## src/rtl/gbt_pkg.sv

```systemverilog
package gbt_pkg;

  typedef enum logic [2:0] {
    ST_ARMING,
    ST_ARMED,
    ST_WINDOW,
    ST_BLOCKED,
    ST_DEFEATED
  } supState_e;

  typedef enum logic [1:0] {
    LIM_ARM,
    LIM_WIN,
    LIM_REARM
  } limSel_e;

  // strobes from control to the interval counter
  typedef struct packed {
    logic    clr;
    logic    inc;
    limSel_e sel;
  } cntCmd_t;

endpackage

```

## src/rtl/gbt_timer.sv

```systemverilog
module gbt_timer
  import gbt_pkg::*;
#(
  parameter int CNT_W    = 16,
  parameter int REARM_MS = 100
) (
  input  logic             clk,
  input  logic             rstN,
  input  cntCmd_t          cmd,
  input  logic [CNT_W-1:0] armTimeMs,
  input  logic [CNT_W-1:0] windowMs,
  output logic             limitHit
);

  localparam int CMP_W = CNT_W + 1;
  localparam logic [CNT_W-1:0] REARM_LIM = CNT_W'(REARM_MS);
  localparam logic [CNT_W-1:0] CNT_MAX   = {CNT_W{1'b1}};

  logic [CNT_W-1:0] count;
  logic [CNT_W-1:0] limit;
  logic [CMP_W-1:0] nextCount;

  always_comb begin
    unique case (cmd.sel)
      LIM_ARM:   limit = armTimeMs;
      LIM_WIN:   limit = windowMs;
      LIM_REARM: limit = REARM_LIM;
      default:   limit = REARM_LIM;
    endcase
  end

  assign nextCount = {1'b0, count} + CMP_W'(1);
  // a zero limit is reached on the first counted tick
  assign limitHit  = cmd.inc && (nextCount >= {1'b0, limit});

  always_ff @(posedge clk or negedge rstN) begin
    if (!rstN) begin
      count <= '0;
    end else if (cmd.clr) begin
      count <= '0;
    end else if (cmd.inc && (count != CNT_MAX)) begin
      count <= count + CNT_W'(1);
    end
  end

endmodule

```

## src/rtl/gbt_fsm.sv

```systemverilog
module gbt_fsm
  import gbt_pkg::*;
(
  input  logic    clk,
  input  logic    rstN,
  input  logic    msTick,
  input  logic    guardIn,
  input  logic    tripIn,
  input  logic    noiseIn,
  input  logic    limitHit,
  output cntCmd_t cmd,
  output logic    tripEnable,
  output logic    defeated
);

  supState_e state, stateNext;

  always_comb begin
    stateNext = state;
    cmd.clr   = 1'b0;
    cmd.inc   = 1'b0;
    cmd.sel   = LIM_ARM;
    unique case (state)
      ST_ARMING: begin
        cmd.sel = LIM_ARM;
        if (guardIn && !noiseIn) begin
          cmd.inc = msTick;
          if (limitHit) begin
            stateNext = ST_ARMED;
            cmd.clr   = 1'b1;
          end
        end else begin
          cmd.clr = 1'b1;
        end
      end
      ST_ARMED: begin
        cmd.clr = 1'b1;
        if (tripIn)        stateNext = ST_DEFEATED;
        else if (!guardIn) stateNext = ST_WINDOW;
      end
      ST_WINDOW: begin
        cmd.sel = LIM_WIN;
        if (tripIn) begin
          stateNext = ST_DEFEATED;
          cmd.clr   = 1'b1;
        end else if (guardIn) begin
          stateNext = ST_ARMED;
          cmd.clr   = 1'b1;
        end else begin
          cmd.inc = msTick;
          if (limitHit) begin
            stateNext = ST_BLOCKED;
            cmd.clr   = 1'b1;
          end
        end
      end
      ST_BLOCKED: begin
        cmd.clr = 1'b1;
        if (guardIn) stateNext = ST_ARMING;
      end
      ST_DEFEATED: begin
        cmd.sel = LIM_REARM;
        if (guardIn) begin
          cmd.inc = msTick;
          if (limitHit) begin
            stateNext = ST_ARMED;
            cmd.clr   = 1'b1;
          end
        end else begin
          cmd.clr = 1'b1;
        end
      end
      default: begin
        stateNext = ST_ARMING;
        cmd.clr   = 1'b1;
      end
    endcase
  end

  always_ff @(posedge clk or negedge rstN) begin
    if (!rstN) state <= ST_ARMING;
    else       state <= stateNext;
  end

  assign tripEnable = (state == ST_ARMED) || (state == ST_WINDOW) || (state == ST_DEFEATED);
  assign defeated   = (state == ST_DEFEATED);

  // a trip on an open path switches supervision off
  assert_trip_defeats_R7: assert property (@(posedge clk) disable iff (!rstN)
    (tripEnable && tripIn && !defeated) |=> (defeated && tripEnable));

  // a closed path cannot be defeated
  assert_closed_no_defeat_R8: assert property (@(posedge clk) disable iff (!rstN)
    (!tripEnable) |=> !defeated);

  // defeated keeps the path open
  assert_defeat_holds_R9: assert property (@(posedge clk) disable iff (!rstN)
    defeated |=> tripEnable);

  // no exit from defeated without guard
  assert_rearm_needs_guard_R10: assert property (@(posedge clk) disable iff (!rstN)
    (defeated && !guardIn) |=> defeated);

  // the path only opens on clean guard
  assert_open_needs_guard_R2: assert property (@(posedge clk) disable iff (!rstN)
    $rose(tripEnable) |-> $past(guardIn && !noiseIn && msTick));

  // the window closes only on a tick
  assert_close_on_tick_R4: assert property (@(posedge clk) disable iff (!rstN)
    (tripEnable && !msTick) |=> tripEnable);

  // defeated implies an open path
  assert_flags_consistent_R12: assert property (@(posedge clk) disable iff (!rstN)
    defeated |-> tripEnable);

endmodule

```

## src/rtl/gbt_supervisor.sv

```systemverilog
module gbt_supervisor
  import gbt_pkg::*;
#(
  parameter int CNT_W    = 16,
  parameter int REARM_MS = 100
) (
  input  logic             clk,
  input  logic             rstN,
  input  logic             msTick,
  input  logic             guardIn,
  input  logic             tripIn,
  input  logic             noiseIn,
  input  logic [CNT_W-1:0] armTimeMs,
  input  logic [CNT_W-1:0] windowMs,
  output logic             tripEnable,
  output logic             defeated
);

  cntCmd_t cntCmd;
  logic    limitHit;

  gbt_fsm u_fsm (
    .clk       (clk),
    .rstN      (rstN),
    .msTick    (msTick),
    .guardIn   (guardIn),
    .tripIn    (tripIn),
    .noiseIn   (noiseIn),
    .limitHit  (limitHit),
    .cmd       (cntCmd),
    .tripEnable(tripEnable),
    .defeated  (defeated)
  );

  gbt_timer #(
    .CNT_W   (CNT_W),
    .REARM_MS(REARM_MS)
  ) u_timer (
    .clk      (clk),
    .rstN     (rstN),
    .cmd      (cntCmd),
    .armTimeMs(armTimeMs),
    .windowMs (windowMs),
    .limitHit (limitHit)
  );

endmodule

```

## config.mk

```make
export PLATFORM = sky130hd
export DESIGN_NAME = gbt_supervisor
export DESIGN_NICKNAME = d
export VERILOG_FILES = /design/src/rtl/gbt_pkg.sv /design/src/rtl/gbt_timer.sv /design/src/rtl/gbt_fsm.sv /design/src/rtl/gbt_supervisor.sv
export SDC_FILE = /design/constraint.sdc
export NUM_CORES = 1
export LEC_CHECK = 0
export ABC_AREA = 1
export BUFFER_PORTS_ARGS = -buffer_cell sky130_fd_sc_hd__buf_2
export CAP_MARGIN = 10
export CORE_MARGIN = 2
export CORE_UTILIZATION = 41
export DETAILED_ROUTE_END_ITERATION = 10
export SYNTH_ARGS = -nofsm -noshare
export SYNTH_HDL_FRONTEND = slang
export SYNTH_SLANG_ARGS = --single-unit
export TNS_END_PERCENT = 1
```

## constraint.sdc

```tcl
create_clock -name clk -period 7.1 [get_ports clk]
set_input_delay 0.355 -clock clk [delete_from_list [all_inputs] [get_ports clk]]
set_output_delay 0.355 -clock clk [all_outputs]
set_load 0.005 [all_outputs]
```

=== Word level (Yosys, flattened, before mapping) ===
Cells that the tools add are included.

* Register bits after elaboration: 19
* Input port bits: 38
* Output and inout bits: 2
* Logic and storage cells: 50

* $add $sub $neg: 2
* Magnitude comparators: 1
* Equal/unequal tests: 11
* Multiplexer cells: 24
* Reduce and logical (&&, ||, !) cells: 10

{| class="wikitable"
|+ Operators with widths
! cell !! count
|-
| $mux W16 || 2
|-
| $pmux W16 S2 || 1
|-
| $mux W3 || 9
|-
| $add A16 B1 Y17 const B || 1
|-
| $ge A17 B16 Y1 || 1
|-
| $add A16 B1 Y16 const B || 1
|-
| $ne A16 B16 Y1 const B || 1
|-
| $pmux W3 S5 || 1
|-
| $mux W1 || 9
|-
| $pmux W3 S3 || 1
|-
| $eq A3 B2 Y1 const B || 2
|-
| $reduce_and A5 Y1 || 1
|-
| $ne A2 B2 Y1 const B || 2
|-
| $ne A4 B4 Y1 const B || 1
|-
| $eq A3 B1 Y1 const B || 1
|-
| $eq A3 B3 Y1 const B || 1
|-
| $logic_and A1 B1 Y1 || 3
|-
| $logic_not A3 Y1 || 1
|-
| $ne A3 B3 Y1 const B || 1
|-
| $pmux W1 S3 || 1
|-
| $eq A2 B1 Y1 const B || 1
|-
| $logic_not A2 Y1 || 1
|-
| $logic_or A1 B1 Y1 || 2
|-
| $ne A2 B1 Y1 const B || 1
|-
| other kinds (2) || 2
|}

=== Depth between registers and ports, before layout ===
Gate-level depths: netlist of the first run.

* Word-level depth: 13
* Depth in mapped cells: 21
* Depth with buffers taken out: 21

=== Cells and area by module ===
Synthesis of the first run repeated with hierarchy kept, for this count alone.

* Cells, all modules: 303
* Area, all modules: 1934.4 um2

{| class="wikitable"
|+ By module, submodules not included
! module !! instances !! cells each !! area each (um2) !! sequential area each (um2)
|-
| gbt_timer || 1 || 244 || 1614.0 || 400.4
|-
| gbt_fsm || 1 || 59 || 320.3 || 75.1
|}

=== Worst setup path after synthesis of the first run ===
OpenSTA, ideal clock, no wires.

* Kind: reg-to-reg
* Start: register u_fsm.state[0]
* End: register u_timer.count[0]
* Setup time: 0.121 ns
* Arrival time: 2.445 ns
* Data required time: 6.979 ns
* Path slack: 4.534 ns
* Stages on the path, launching flop included: 20
* Path buffers: 2
* Period minus slack after synthesis: 2.566 ns
* Path through: dfrtp_1 nor2_1 inv_1 nor2_1 nor2_1 clkbuf_1 a22oi_1 ha_1 nand2_1 nor2_1 nand2_1 nor2_1 inv_1 nor2_1 nand2_1 nand3_1 nand2_2 nand2_4 buf_6 nor2_2

* Word-level cells in the longest chain between the ends: 11
* Elaborated cells on any way between the ends: 18
* Those cells by class: order compare: 1; eq/ne: 3; mux: 9; reduce/logical: 5

{| class="wikitable"
|+ Ends and longest elaborated chain
! what !! RTL line !! RTL
|-
| start, declared || gbt_fsm.sv:16 || <nowiki>supState_e state, stateNext;</nowiki>
|-
| start signal, assigned || gbt_fsm.sv:82 || <nowiki>else state <= stateNext;</nowiki>
|-
| $eq A3 B3 Y1 * || -- ||
|-
| named net defeated || gbt_supervisor.sv:16 || <nowiki>output logic defeated</nowiki>
|-
| $pmux W3 S3 || gbt_fsm.sv:23 || <nowiki>unique case (state)</nowiki>
|-
| $eq A2 B1 Y1 or $logic_not A2 Y1 (tied branches) || gbt_timer.sv:24 || <nowiki>unique case (cmd.sel)</nowiki>
|-
| $pmux W16 S2 || gbt_timer.sv:24 ||
|-
| $ge A17 B16 Y1 || gbt_timer.sv:34 || <nowiki>assign limitHit = cmd.inc && (nextCount >= {1'b0, limit});</nowiki>
|-
| $logic_and A1 B1 Y1 || gbt_timer.sv:34 ||
|-
| $mux W1 || gbt_fsm.sv:28, gbt_fsm.sv:51, gbt_fsm.sv:65 ||
|-
| $mux W1 || gbt_fsm.sv:46 || <nowiki>end else if (guardIn) begin</nowiki>
|-
| $mux W1 || gbt_fsm.sv:43 || <nowiki>if (tripIn) begin</nowiki>
|-
| $pmux W1 S3 || gbt_fsm.sv:23 ||
|-
| $mux W16 or $reduce_bool A2 Y1 (tied branches) || -- ||
|-
| end signal, assigned || gbt_timer.sv:42 || <nowiki>count <= count + CNT_W'(1);</nowiki>
|-
| end, declared || gbt_timer.sv:19 || <nowiki>logic [CNT_W-1:0] count;</nowiki>
|}

The timed path passes the listed nets; every way through them passes the cells marked *.
A chain may end at the register's enable or synchronous reset.

=== Worst setup path after layout of the first run ===
* Start: register u_fsm.state[0]
* End: register u_timer.count[7]

* Word-level cells in the longest chain between the ends: 11
* Elaborated cells on any way between the ends: 18
* Those cells by class: order compare: 1; eq/ne: 3; mux: 9; reduce/logical: 5

{| class="wikitable"
|+ Ends and longest elaborated chain
! what !! RTL line
|-
| $eq A3 B3 Y1 (tied with other cells) || gbt_fsm.sv:23
|-
| $pmux W3 S3 || gbt_fsm.sv:23
|-
| $eq A2 B1 Y1 or $logic_not A2 Y1 (tied branches) || gbt_timer.sv:24
|-
| $pmux W16 S2 || gbt_timer.sv:24
|-
| $ge A17 B16 Y1 || gbt_timer.sv:34
|-
| $logic_and A1 B1 Y1 || gbt_timer.sv:34
|-
| $mux W1 || gbt_fsm.sv:28, gbt_fsm.sv:51, gbt_fsm.sv:65
|-
| $mux W1 || gbt_fsm.sv:46
|-
| $mux W1 || gbt_fsm.sv:43
|-
| $pmux W1 S3 || gbt_fsm.sv:23
|-
| $mux W16 or $reduce_bool A2 Y1 (tied branches) || --
|}

Parallel ways exist; a longest one is shown, timed or not.

==> results of run 1 <==
[final timing paths]
check	from	to	slack, ns	depth (start not counted)
max	u_fsm.state[0]	u_timer.count[7]	4.00	17
min	rstN	u_timer.count[14]	0.02	1
max reg2reg	u_fsm.state[0]	u_timer.count[7]	4.00	17
min reg2reg	u_timer.count[3]	u_timer.count[3]	0.56	2
max in group asynchronous	rstN	u_timer.count[7]	6.77	1
min in group clk	tripIn	u_fsm.state[2]	0.36	3
[logic make-up (layout without fill, tap and decap cells)]
logic type                 after synthesis  after routing  synth area share [%]
adders and majority gates               17             17                  11.5
xor gates and xnor gates                15             15                  7.11
AOI/OAI and AO/OA                       43             43                  15.7
buffers and inverters                   30             68                  7.32
DFF                                     19             19                  25.7
and+or+nand+nor                        130            130                  32.6
[cell usage in the layout (no fill, tap or decap), types with 11 or more instances in the layout]
cell type	instances
nand3_1	12
buf_2	39
xor2_1	11
ha_1	17
nor2_1	21
a21oi_1	15
inv_1	23
nand2_1	78
dfrtp_1	19
a22oi_1	13
[worst reg2reg max path: stages, from the launching register on]
cell,delay [ns]
dfrtp_1,0.43
nor2_1,0.09
inv_1,0.11
nor2_1,0.08
nor2_1,0.68
a22oi_1,0.15
ha_1,0.36
nand2_1,0.06
nor2_1,0.13
nand2_1,0.07
nor2_1,0.16
inv_1,0.06
nor2_1,0.09
nand2_1,0.06
nand3_1,0.09
nand2_2,0.08
nand2_4,0.22
a21oi_1,0.07
[final cells by class]
| class | count | area (um2) | area share [%] |
|---|---|---|---|
| Clock buffer | 4 | 45.0 | 2.13 |
| Inverter | 25 | 93.8 | 4.45 |
| Multi-Input combinational cell | 205 | 1240 | 58.6 |
| Sequential cell | 19 | 475 | 22.5 |
| Tap cell | 52 | 65.1 | 3.08 |
| Timing Repair Buffer | 39 | 195 | 9.25 |
[cells in the mapped netlist, types with 2 or more instances]
cell,count,area [um2]
inv_1,23,86.3
inv_2,2,7.51
xnor2_1,4,35.0
buf_6,3,33.8
ha_1,17,213
nor3_1,6,30.0
a21oi_2,9,78.8
o21ai_0,3,15.0
a21oi_1,15,75.1
clkbuf_1,2,7.51
nor2_1,21,78.8
xor2_1,11,96.3
nand2_1,78,293
nand2_2,4,25.0
nand3_1,12,60.1
nor2_8,2,40.0
a22oi_1,13,97.6
nand2_4,3,33.8
dfrtp_1,19,475
[metal layers]
layer / share of wire (%) / up-vias
met4: 2.2 / 0
met2: 46 / 31
met3: 3.6 / 6
met1: 48 / 754
met5: 0 / -
li1: - / 911
[flip-flops by register name, indices dropped and copies added (netlist names)]
register / count
u_fsm.state: 3
u_timer.count: 16
[where the power goes]
group / switching, uW / internal [uW] / total, uW
combinational: 17.3 / 13.7 / 31.0
sequential: 0.226 / 108 / 109
clock: 37.8 / 40.0 / 77.8
[through the flow]
stage	power [uW]	setup WS [ns]
after floorplan	127	4.53
after global placement	142	4.06
after detailed placement	142	4.01
after CTS	222	3.98
after global routing	230	3.61
final	217	4.00
==> results.md, run 1 <==
* Result of the run: finished, final reports clean
* Row count at 24
* Total setup buffers inserted after CTS at 0
* Fin util at 48.5%
* Max stage delay cell, worst path: nor2_1
* Total global routing overflow at 0
* Startpoint Class: flop
* Initial antenna violation count at 0
* Unrepaired setup endpoints after global routing: no
* Instance count after placement with tap cells included at 340
* Gate family responsible for the most delay along the worst path: simple AND/OR/NAND/NOR gates
* Initial DRT Pass Iterations at 4
* Maximum root-to-sink buffer count at 2
* Die footprint at 0.00506 mm2
* Clock-pin slew on the worst setup and hold paths at 0.08 ns
* I/O pin count at 40
* Fin nets at 348
* H-tree depth at 1
* Cell area after layout at 0.00211 mm2
* Leakage power total at 0.00112 uW
* Number of buffers and inverters on the critical path at 2
* Count of hold buffers inserted by post-cts repair at 0
* Met3 global-route usage at 3.56%
* Maximum number of pins on one net before global-route repair at 20
* Max capacitance violation total at 0
* Async S/R FF share, synth at 100%
* Worst Path Arrival at 3.24 ns
* Per-cell via count in the routed design at 4.95
* Post-synthesis sequential element count at 19
* Layout Skew at 0.00677 ns
* Fraction of the cycle the final worst path needs at 43.7%
* Die outline width at 71.1 um
* Layout fillers at 445
* Clock latency of the later-clocked register in the worst-skew pair at 0.26 ns
* Post-layout min period at 3.10 ns
* Synthesized instance count at 254
* Stage delay of the slowest cell on the critical path at 0.68 ns
* Number of antenna repair diodes at 0
* Power Dens Cells at 103 mW/mm2
* Met1 usage in global routing at 24.5%
* Hold_ws at 0.0230 ns
* TritonCTS clock tree: yes
* Transition time at the pin with the least slew margin at 0.896 ns
* First-iteration detailed-routing DRC count at 80
* Post-detailed-placement half-perimeter wirelength at 3.54 mm
* Finish-stage setup viols at 0
* Largest fanout of any net on the critical path at 16
* Most utilized layer in the global route result: met2
* Vias after detailed routing at 1,702
* Cts repair resizes at 0
* Initial core utilization at 42.4%
* Number of hold violations in the final report at 0
* Routability cong. at 0.815
* Post-synthesis net count at 309
* Number of unique standard cell types used by synthesis at 26
* Headroom to the max-slew limit at 40.1%
* Total Negative Setup Slacks at 0 ns
* Netlist Area Pre-Place at 0.00185 mm2
* Routed length per placed instance at 12.8 um
* Total core area at 0.00435 mm2
* Routing usage on met2 at 30.3%
* Cts bufs inserted at 3
* Sinks on the clock net at 19
* Dpl cell area at 0.00207 mm2
* Post-synth top flop: dfrtp_1
* Global-route wire length before repair at 7.32 mm
* Count of nets left with antenna violations after detail routing at 0
* Most frequent cell on the critical path: nor2_1
* Number of non-filler instances in the completed layout at 344
* Vias in the first global route at 1,618
* Number of synthesized flops with an enable pin at 0
* DRC violations left at 0
* Final number of max-transition violations at 0
* Buffers on Ports at 39
* Overall fraction of global-route tracks in use at 18.6%
* Required time of the critical path at 7.24 ns
* Synthesis Warnings at 0
* Clock root buffer: clkbuf_8
* Total Wirelength at 4.39 mm
* Worst min path class: input pin to asynchronous set/reset pin
* Endpoint type of the worst setup path: flop
* IR Drop Worst-Case VDD at 0.000112 V
* Achievable Freq at 322 MHz
* DIE HEIGHT at 71.1 um
* Kind of critical path: flop to flop
* Layout Area Growth over Synthesis at 14.3%
* Syn_area_per_cell at 7.27 um2
* Cells along the critical path: nor2_1, inv_1, nor2_1, nor2_1, a22oi_1, ha_1, nand2_1, nor2_1, nand2_1, nor2_1, inv_1, nor2_1, nand2_1, nand3_1, nand2_2, nand2_4, a21oi_1
* Sequential area share after synthesis at 25.7%
* Share of layout cells above drive strength 1 at 22.3%
Note: power is estimated with default switching activity, not from simulation.
==> inputs of run 2 (changes only) <==
--- a/config.mk
+++ b/config.mk
@@ -5,7 +5,7 @@
 export SDC_FILE = /design/constraint.sdc
 export NUM_CORES = 1
 export LEC_CHECK = 0
-export ABC_AREA = 1
+export ABC_AREA = 0
 export BUFFER_PORTS_ARGS = -buffer_cell sky130_fd_sc_hd__buf_2
 export CAP_MARGIN = 10
 export CORE_MARGIN = 2
==> constraint.sdc (replaced) <==
create_clock -name clk -period 3.1 [get_ports clk]
set_input_delay 0.155 -clock clk [delete_from_list [all_inputs] [get_ports clk]]
set_output_delay 0.155 -clock clk [all_outputs]
set_load 0.005 [all_outputs]
==> run 2 against run 1 <==
Clock-buffer cell count unchanged. Clock skew down 0.0032 ns. Power grew to 2.9 times the previous value. Combinational power grew to 6.5 times the previous value. Non-clock buffer count is 16 higher. Register-to-register slack worse by 3.9 ns. Wire length fell by 5.9%. Sequential power grew 130%. Sequential share of layout area fell by 1.9 points. Die area rose by 2.6%. Maximum frequency is 3.9% higher. Critical path depth fell by 5. Highest routed layer unchanged.
==> results.md, run 2 <==
* Async S/R FF share, synth at 100% (unchanged)
* Worst Path Arrival at 3.17 ns (-0.07 ns)
* Achievable Freq at 335 MHz (+3.9%)
* Leakage power total at 0.00114 uW (+2.0%)
* Maximum number of pins on one net before global-route repair at 20 (unchanged)
* Number of synthesized flops with an enable pin at 0 (unchanged)
* Routed length per placed instance at 12.7 um (-0.75%)
* Number of non-filler instances in the completed layout at 326 (-5.2%)
* Largest registers: u_timer.count (16), u_fsm.state (3)
* Instance count after placement with tap cells included at 321 (-5.6%)
* Cell area after layout at 0.00230 mm2 (+9.1%)
* First-iteration detailed-routing DRC count at 50 (-38%)
* Maximum root-to-sink buffer count at 2 (unchanged)
* Most common library cell in the layout ignoring fill and taps: buf_2
* I/O pin count at 40 (unchanged)
* Vias after detailed routing at 1,690 (-0.71%)
* DRC violations left at 0 (unchanged)
* Initial core utilization at 43.0% (+0.59 points)
* Number of hold violations in the final report at 0 (unchanged)
* Total Negative Setup Slacks at 0 ns (unchanged)
* Count of nets left with antenna violations after detail routing at 0 (unchanged)
* Fin nets at 330 (-5.2%)
* Worst min path class: input pin to flop
* Total core area at 0.00441 mm2 (+1.4%)
* Global-route wire length before repair at 6.96 mm (-4.9%)
* H-tree depth at 1 (unchanged)
* Synthesized instance count at 224 (-12%)
* Total Wirelength at 4.13 mm (-5.9%)
* Largest fanout of any net on the critical path at 16 (unchanged)
* Endpoint type of the worst setup path: flop
* Headroom to the max-slew limit at 70.8% (+31 points)
* Max capacitance violation total at 0 (unchanged)
* Initial antenna violation count at 0 (unchanged)
* Dominant cell by count in the synthesized netlist: nor2_1
* Die outline width at 72.0 um (+1.3%)
* Per-cell via count in the routed design at 5.18 (+4.8%)
* Unrepaired setup endpoints after global routing: no
* Reg with most FFs: u_timer.count
* Most frequent cells in the layout: 39 x buf_2, 25 x nor2_1, 21 x nand2_1, 21 x xor2_1, 19 x dfrtp_1
* Largest area contributor in the netlist: dfrtp_1
* Clock root buffer: clkbuf_8
* Sequential area share after synthesis at 25.0% (-0.70 points)
* Post-synth top flop: dfrtp_1
* Synth area leaders: dfrtp_1 25%, ha_1 11%, xor2_1 9.7%, mux2_2 7.7%, nor2_1 5.1%
* TritonCTS clock tree: yes
* Transition time at the pin with the least slew margin at 0.438 ns (-0.458 ns)
* Dpl cell area at 0.00223 mm2 (+8.0%)
* Post-synthesis sequential element count at 19 (unchanged)
* Flip-flop count of the largest register after layout at 16 (unchanged)
* Required time of the critical path at 3.28 ns (-3.96 ns)
* Post-synthesis net count at 279 (-9.7%)
* Total Power at 626 uW (+190%)
* Syn_area_per_cell at 8.47 um2 (+17%)
* Commonest cells in the synthesized netlist: 26 x nor2_1, 22 x nand2_1, 21 x xor2_1
* Startpoint Class: flop
* Cts bufs inserted at 3 (unchanged)
* Buffers on Ports at 39 (unchanged)
* Routability cong. at 0.804 (-1.4%)
* Final number of max-transition violations at 0 (unchanged)
* Number of antenna repair diodes at 0 (unchanged)
* Kind of critical path: flop to flop
* Share of layout cells above drive strength 1 at 29.6% (+7.3 points)
* Overall fraction of global-route tracks in use at 17.0% (-1.6 points)
* Netlist Area Pre-Place at 0.00190 mm2 (+2.8%)
* Share of the synthesized area in the top cell type at 25.0% (-0.70 points)
* Row count at 24 (unchanged)
* IR Drop Worst-Case VDD at 0.000184 V (+65%)
* Result of the run: finished, final reports clean
* Layout Area Growth over Synthesis at 21.4%
* Number of unique standard cell types used by synthesis at 39 (+50%)
* Post-layout min period at 2.99 ns (-0.116 ns)
* Clock-pin slew on the worst setup and hold paths at 0.07 ns (about the same)
* Finish-stage setup viols at 0 (unchanged)
* Initial DRT Pass Iterations at 4 (unchanged)
* DIE HEIGHT at 72.0 um (+1.3%)
* Post-detailed-placement half-perimeter wirelength at 3.33 mm (-6.0%)
* Layout Skew at 0.00358 ns (-0.00320 ns)
* Synthesis Warnings at 0 (unchanged)
* Vias in the first global route at 1,557 (-3.8%)
* Die footprint at 0.00519 mm2 (+2.6%)
* Sinks on the clock net at 19 (unchanged)
* Power Dens Cells at 272 mW/mm2 (+160%)
* Clock latency of the later-clocked register in the worst-skew pair at 0.25 ns (about the same)
* Fraction of the cycle the final worst path needs at 96.3% (+53 points)
* Total global routing overflow at 0 (unchanged)
-- run 2: changes by cell type in the layout (fill, tap and decap cells not counted), sizes merged, moves of 10 or more --
cell   before  now
nand2      85   22
xor2       11   21
a22oi      13    0
inv        25    8
a21oi      24    9
mux2        0   13
buf        39   54
-- run 2: what timing repair did --
action	CTS	global route
hold endpoints to repair	19	0
hold buffers	1	0
resized for setup	0	6
setup buffers	0	0
setup endpoints to repair	0	17
-- run 2: kinds of logic after synthesis --
logic type / count (synthesis) / synth area share [%]
DFF: 19 / 25.0
AOI/OAI and AO/OA: 26 / 9.95
adders and majority gates: 17 / 11.2
muxes: 14 / 8.24
xor gates and xnor gates: 30 / 13.8
buffers and inverters: 17 / 4.48
and+or+nand+nor: 101 / 27.2
-- run 2: per-layer routing --
layer / up-vias / GRT usage [%] / part of all wire [%]
li1: 885 / - / -
met1: 751 / 25.1 / 51
met2: 49 / 26.0 / 42
met3: 5 / 1.67 / 5.7
met4: 0 / 5.66 / 1.4
met5: - / 0 / 0
-- run 2: critical path, stage by stage (launching register included) --
cell,delay (ns)
dfrtp_1,0.39
ha_2,0.21
nand3_2,0.09
or4_4,0.54
xnor2_1,0.15
ha_1,0.31
and3_1,0.21
a221o_1,0.36
nand2_2,0.10
nand4_4,0.09
a2bb2oi_4,0.19
buf_12,0.16
a21oi_1,0.11
-- run 2: area by class of cell --
class	instances	area (um2)
clock buffers	4	45.0
inverters	8	30.0
fillers	440	2110
flip-flops and latches	19	475
repair buffers	55	330
well taps	52	65.1
multi-input cells	188	1360
-- run 2: path summary, 6_finish.rpt --
check	from	end	slack [ns]	cells after the start
setup / recovery	u_timer.count[1]	u_timer.count[1]	0.11	12
hold / removal	guardIn	u_fsm.state[1]	0.16	2
setup reg to reg	u_timer.count[1]	u_timer.count[1]	0.11	12
hold reg to reg	u_fsm.state[2]	u_fsm.state[1]	0.57	2
max in group asynchronous	rstN	u_fsm.state[1]	2.42	2
min in group asynchronous	rstN	u_timer.count[6]	0.37	2
-- run 2: report_power, final --
group | internal [uW] | leakage, uW | switching [uW] | total [uW]
Combinational | 95.2 | 0.000857 | 107 | 202
Sequential | 253 | 0.000264 | 2.33 | 255
Clock | 91.3 | 0.0000228 | 78.1 | 169
Total | 439 | 0.00114 | 187 | 626
-- run 2: metrics by stage --
stage	hold slack, ns	worst slack (ns)	util (%)
after floorplan	-0.141	0.0936	-
after CTS	0.150	0.0377	51.8
after global routing	0.165	0.00403	52.2
after global placement	0.123	0.131	50.5
after detailed placement	0.119	0.0618	50.5
final	0.156	0.114	52.2
==> inputs of run 3 (changes only) <==
==> constraint.sdc (replaced) <==
create_clock -name clk -period 3.8 [get_ports clk]
set_input_delay 0.19 -clock clk [delete_from_list [all_inputs] [get_ports clk]]
set_output_delay 0.19 -clock clk [all_outputs]
set_load 0.005 [all_outputs]
==> run 3 against run 2 <==
Via count is 2.2% lower. Non-clock buffer count is 13 lower. Die area stayed put. Sequential cell count stayed put. Register-to-register slack better by 0.36 ns. Sequential power is 16% lower. Global-route usage is 1.0 points higher. Core utilization is 2.9 points lower. Worst setup slack better by 0.36 ns. Critical path type unchanged. Maximum frequency is 10% lower. Sequential share of layout area is 1.2 points higher. Power is 21% lower.
==> results.md, run 3 (synthesis results as in run 2) <==
* Result of the run: finished, final reports clean
* Routed length per placed instance at 13.7 um (+7.8%)
* Per-cell via count in the routed design at 5.28 (+1.9%)
* Total core area at 0.00441 mm2 (unchanged)
* Headroom to the max-slew limit at 34.2% (-37 points)
* Gate power share at 28.7% (-3.5 points)
* Sequential Power Share at 42.9% (+2.2 points)
* Worst Path Arrival at 3.45 ns (+0.28 ns)
* Hold EP: u_fsm.state[1]
* Switching fraction of total power at 30.7% (+0.86 points)
* Maximum root-to-sink buffer count at 2 (unchanged)
* Number of hold violations in the final report at 0 (unchanged)
* Setup slack of the worst register-to-register path at 0.47 ns (+0.36 ns)
* Sinks on the clock net at 19 (unchanged)
* I/O pin count at 40 (unchanged)
* Leakage power total at 0.00107 uW (-6.4%)
* Launch point of the worst reg-to-reg path: u_timer.count[0]
* NetSw at 152 uW (-19%)
* Most frequent cells in the layout: 39 x buf_2, 26 x nor2_1, 22 x nand2_1
* Cts bufs inserted at 3 (unchanged)
* First-iteration detailed-routing DRC count at 84 (+68%)
* H-tree depth at 1 (unchanged)
* Maximum number of pins on one net before global-route repair at 20 (unchanged)
* Cell area after layout at 0.00217 mm2 (-5.6%)
* Post-layout min period at 3.33 ns (+0.340 ns)
* Transition time at the pin with the least slew margin at 0.982 ns (+0.544 ns)
* Largest fanout of any net on the critical path at 16 (unchanged)
* Flip-flop count of the largest register after layout at 16 (unchanged)
* Required time of the critical path at 3.92 ns (+0.64 ns)
* Layout fillers at 462 (+5.0%)
* Die footprint at 0.00519 mm2 (unchanged)
* Endpoint type of the worst setup path: flop
* Clock latency of the later-clocked register in the worst-skew pair at 0.25 ns (about the same)
* HP Start: guardIn
* Share of layout cells above drive strength 1 at 24.1% (-5.4 points)
* Total global routing overflow at 0 (unchanged)
* Clock root buffer: clkbuf_8
* Initial core utilization at 43.0% (unchanged)
* Post-detailed-placement half-perimeter wirelength at 3.28 mm (-1.5%)
* DRC violations left at 0 (unchanged)
* Overall fraction of global-route tracks in use at 18.0% (+1.0 points)
* Die outline width at 72.0 um (unchanged)
* Power Dens Cells at 228 mW/mm2 (-16%)
* Initial DRT Pass Iterations at 4 (unchanged)
* Number of antenna repair diodes at 0 (unchanged)
* Total Power at 495 uW (-21%)
* Cts repair resizes at 0 (unchanged)
* Count of nets left with antenna violations after detail routing at 0 (unchanged)
* IR Drop Worst-Case VDD at 0.000162 V (-12%)
* Fraction of the cycle the final worst path needs at 87.5% (-8.8 points)
* Most common library cell in the layout ignoring fill and taps: buf_2
* Initial antenna violation count at 0 (unchanged)
* Clock share of power at 28.4% (+1.3 points)
* Fin nets at 317 (-3.9%)
* Max capacitance violation total at 0 (unchanged)
* Total Negative Setup Slacks at 0 ns (unchanged)
* Startpoint Class: flop
* Kind of critical path: flop to flop
* Worst min path class: input pin to flop
* Clock-pin slew on the worst setup and hold paths at 0.07 ns (about the same)
* Final number of max-transition violations at 0 (unchanged)
* Row count at 24 (unchanged)
* Largest registers: u_timer.count (16), u_fsm.state (3)
* Finish-stage setup viols at 0 (unchanged)
* TritonCTS clock tree: yes
* Layout Skew at 0.00153 ns (-0.00205 ns)
* Total Wirelength at 4.28 mm (+3.5%)
* Internal power at 343 uW (-22%)
* Routability cong. at 0.780 (-2.9%)
* DIE HEIGHT at 72.0 um (unchanged)
* Achievable Freq at 301 MHz (-10%)
* Global-route wire length before repair at 7.43 mm (+6.7%)
* Unrepaired setup endpoints after global routing: no
* Reg2reg end: u_timer.count[6]
* Buffers on Ports at 39 (unchanged)
* Reg with most FFs: u_timer.count
* Layout Area Growth over Synthesis at 14.5%
* Vias after detailed routing at 1,653 (-2.2%)
* Vias in the first global route at 1,614 (+3.7%)
* Dpl cell area at 0.00212 mm2 (-5.0%)
* Worst R2R Path Depth at 11 (-1)
* Worst Hold Path Cells at 2 (unchanged)
==> run 3: area by class of cell <==
cell class | instances | area, um2 | share of cell area, %
Multi-Input combinational cell | 188 | 1340 | 61.5
Sequential cell | 19 | 475 | 21.9
Timing Repair Buffer | 42 | 220 | 10.1
Tap cell | 52 | 65.1 | 2.99
Clock buffer | 4 | 45.0 | 2.07
Inverter | 8 | 30.0 | 1.38
==> run 3: worst max path at each step <==
| stage | from | endpoint | slack (ns) | depth (start not counted) |
|---|---|---|---|---|
| after floorplan | u_fsm.state[2] | u_timer.count[0] | 0.55 | 13 |
| after global placement | u_timer.count[0] | u_timer.count[11] | 0.67 | 11 |
| after detailed placement | u_timer.count[0] | u_timer.count[6] | 0.51 | 11 |
| after CTS | u_timer.count[0] | u_timer.count[6] | 0.51 | 11 |
| after global routing | u_timer.count[0] | u_timer.count[6] | 0.18 | 11 |
| final | u_timer.count[0] | u_timer.count[6] | 0.47 | 11 |
==> run 3: per-layer routing <==
| layer | track usage, % | wire length, um |
|---|---|---|
| met3 | 1.81 | 210 |
| met1 | 26.7 | 2210 |
| met2 | 28.3 | 1820 |
| met4 | 4.40 | 34 |
| met5 | 0 | 0 |
==> run 3: power groups by stage <==
stage | Combinational [uW] | Sequential (uW) | Clock, uW
after floorplan | 95.5 | 215 | 0
after global placement | 140 | 216 | 0
after detailed placement | 143 | 216 | 0
after CTS | 144 | 212 | 144
after global routing | 165 | 214 | 154
final | 142 | 213 | 141
==> run 3: repair_timing <==
action | in CTS | in global routing
buffers inserted | 0 | 0
hold endpoints to repair | 19 | 0
hold buffers | 1 | 0
==> run 3: critical path, stage by stage (launching register included) <==
cell and delay [ns]:
dfrtp_1 0.44, ha_1 0.27, nand3_2 0.12, or4_1 0.59
nor2_1 0.17, xor2_1 0.10, ha_1 0.30, and3_1 0.17
o2111ai_1 0.13, a21oi_1 0.36, a2bb2oi_4 0.43, nor2_1 0.10
==> run 3: through the flow <==
step | util [%] | std cells | hold slack (ns) | worst slack [ns]
after floorplan | - | 224 | -0.106 | 0.548
after global placement | 48.0 | 308 | 0.154 | 0.665
after detailed placement | 48.0 | 308 | 0.158 | 0.511
after CTS | 49.2 | 313 | 0.190 | 0.506
after global routing | 49.2 | 313 | 0.215 | 0.184
final | 49.2 | 313 | 0.199 | 0.475
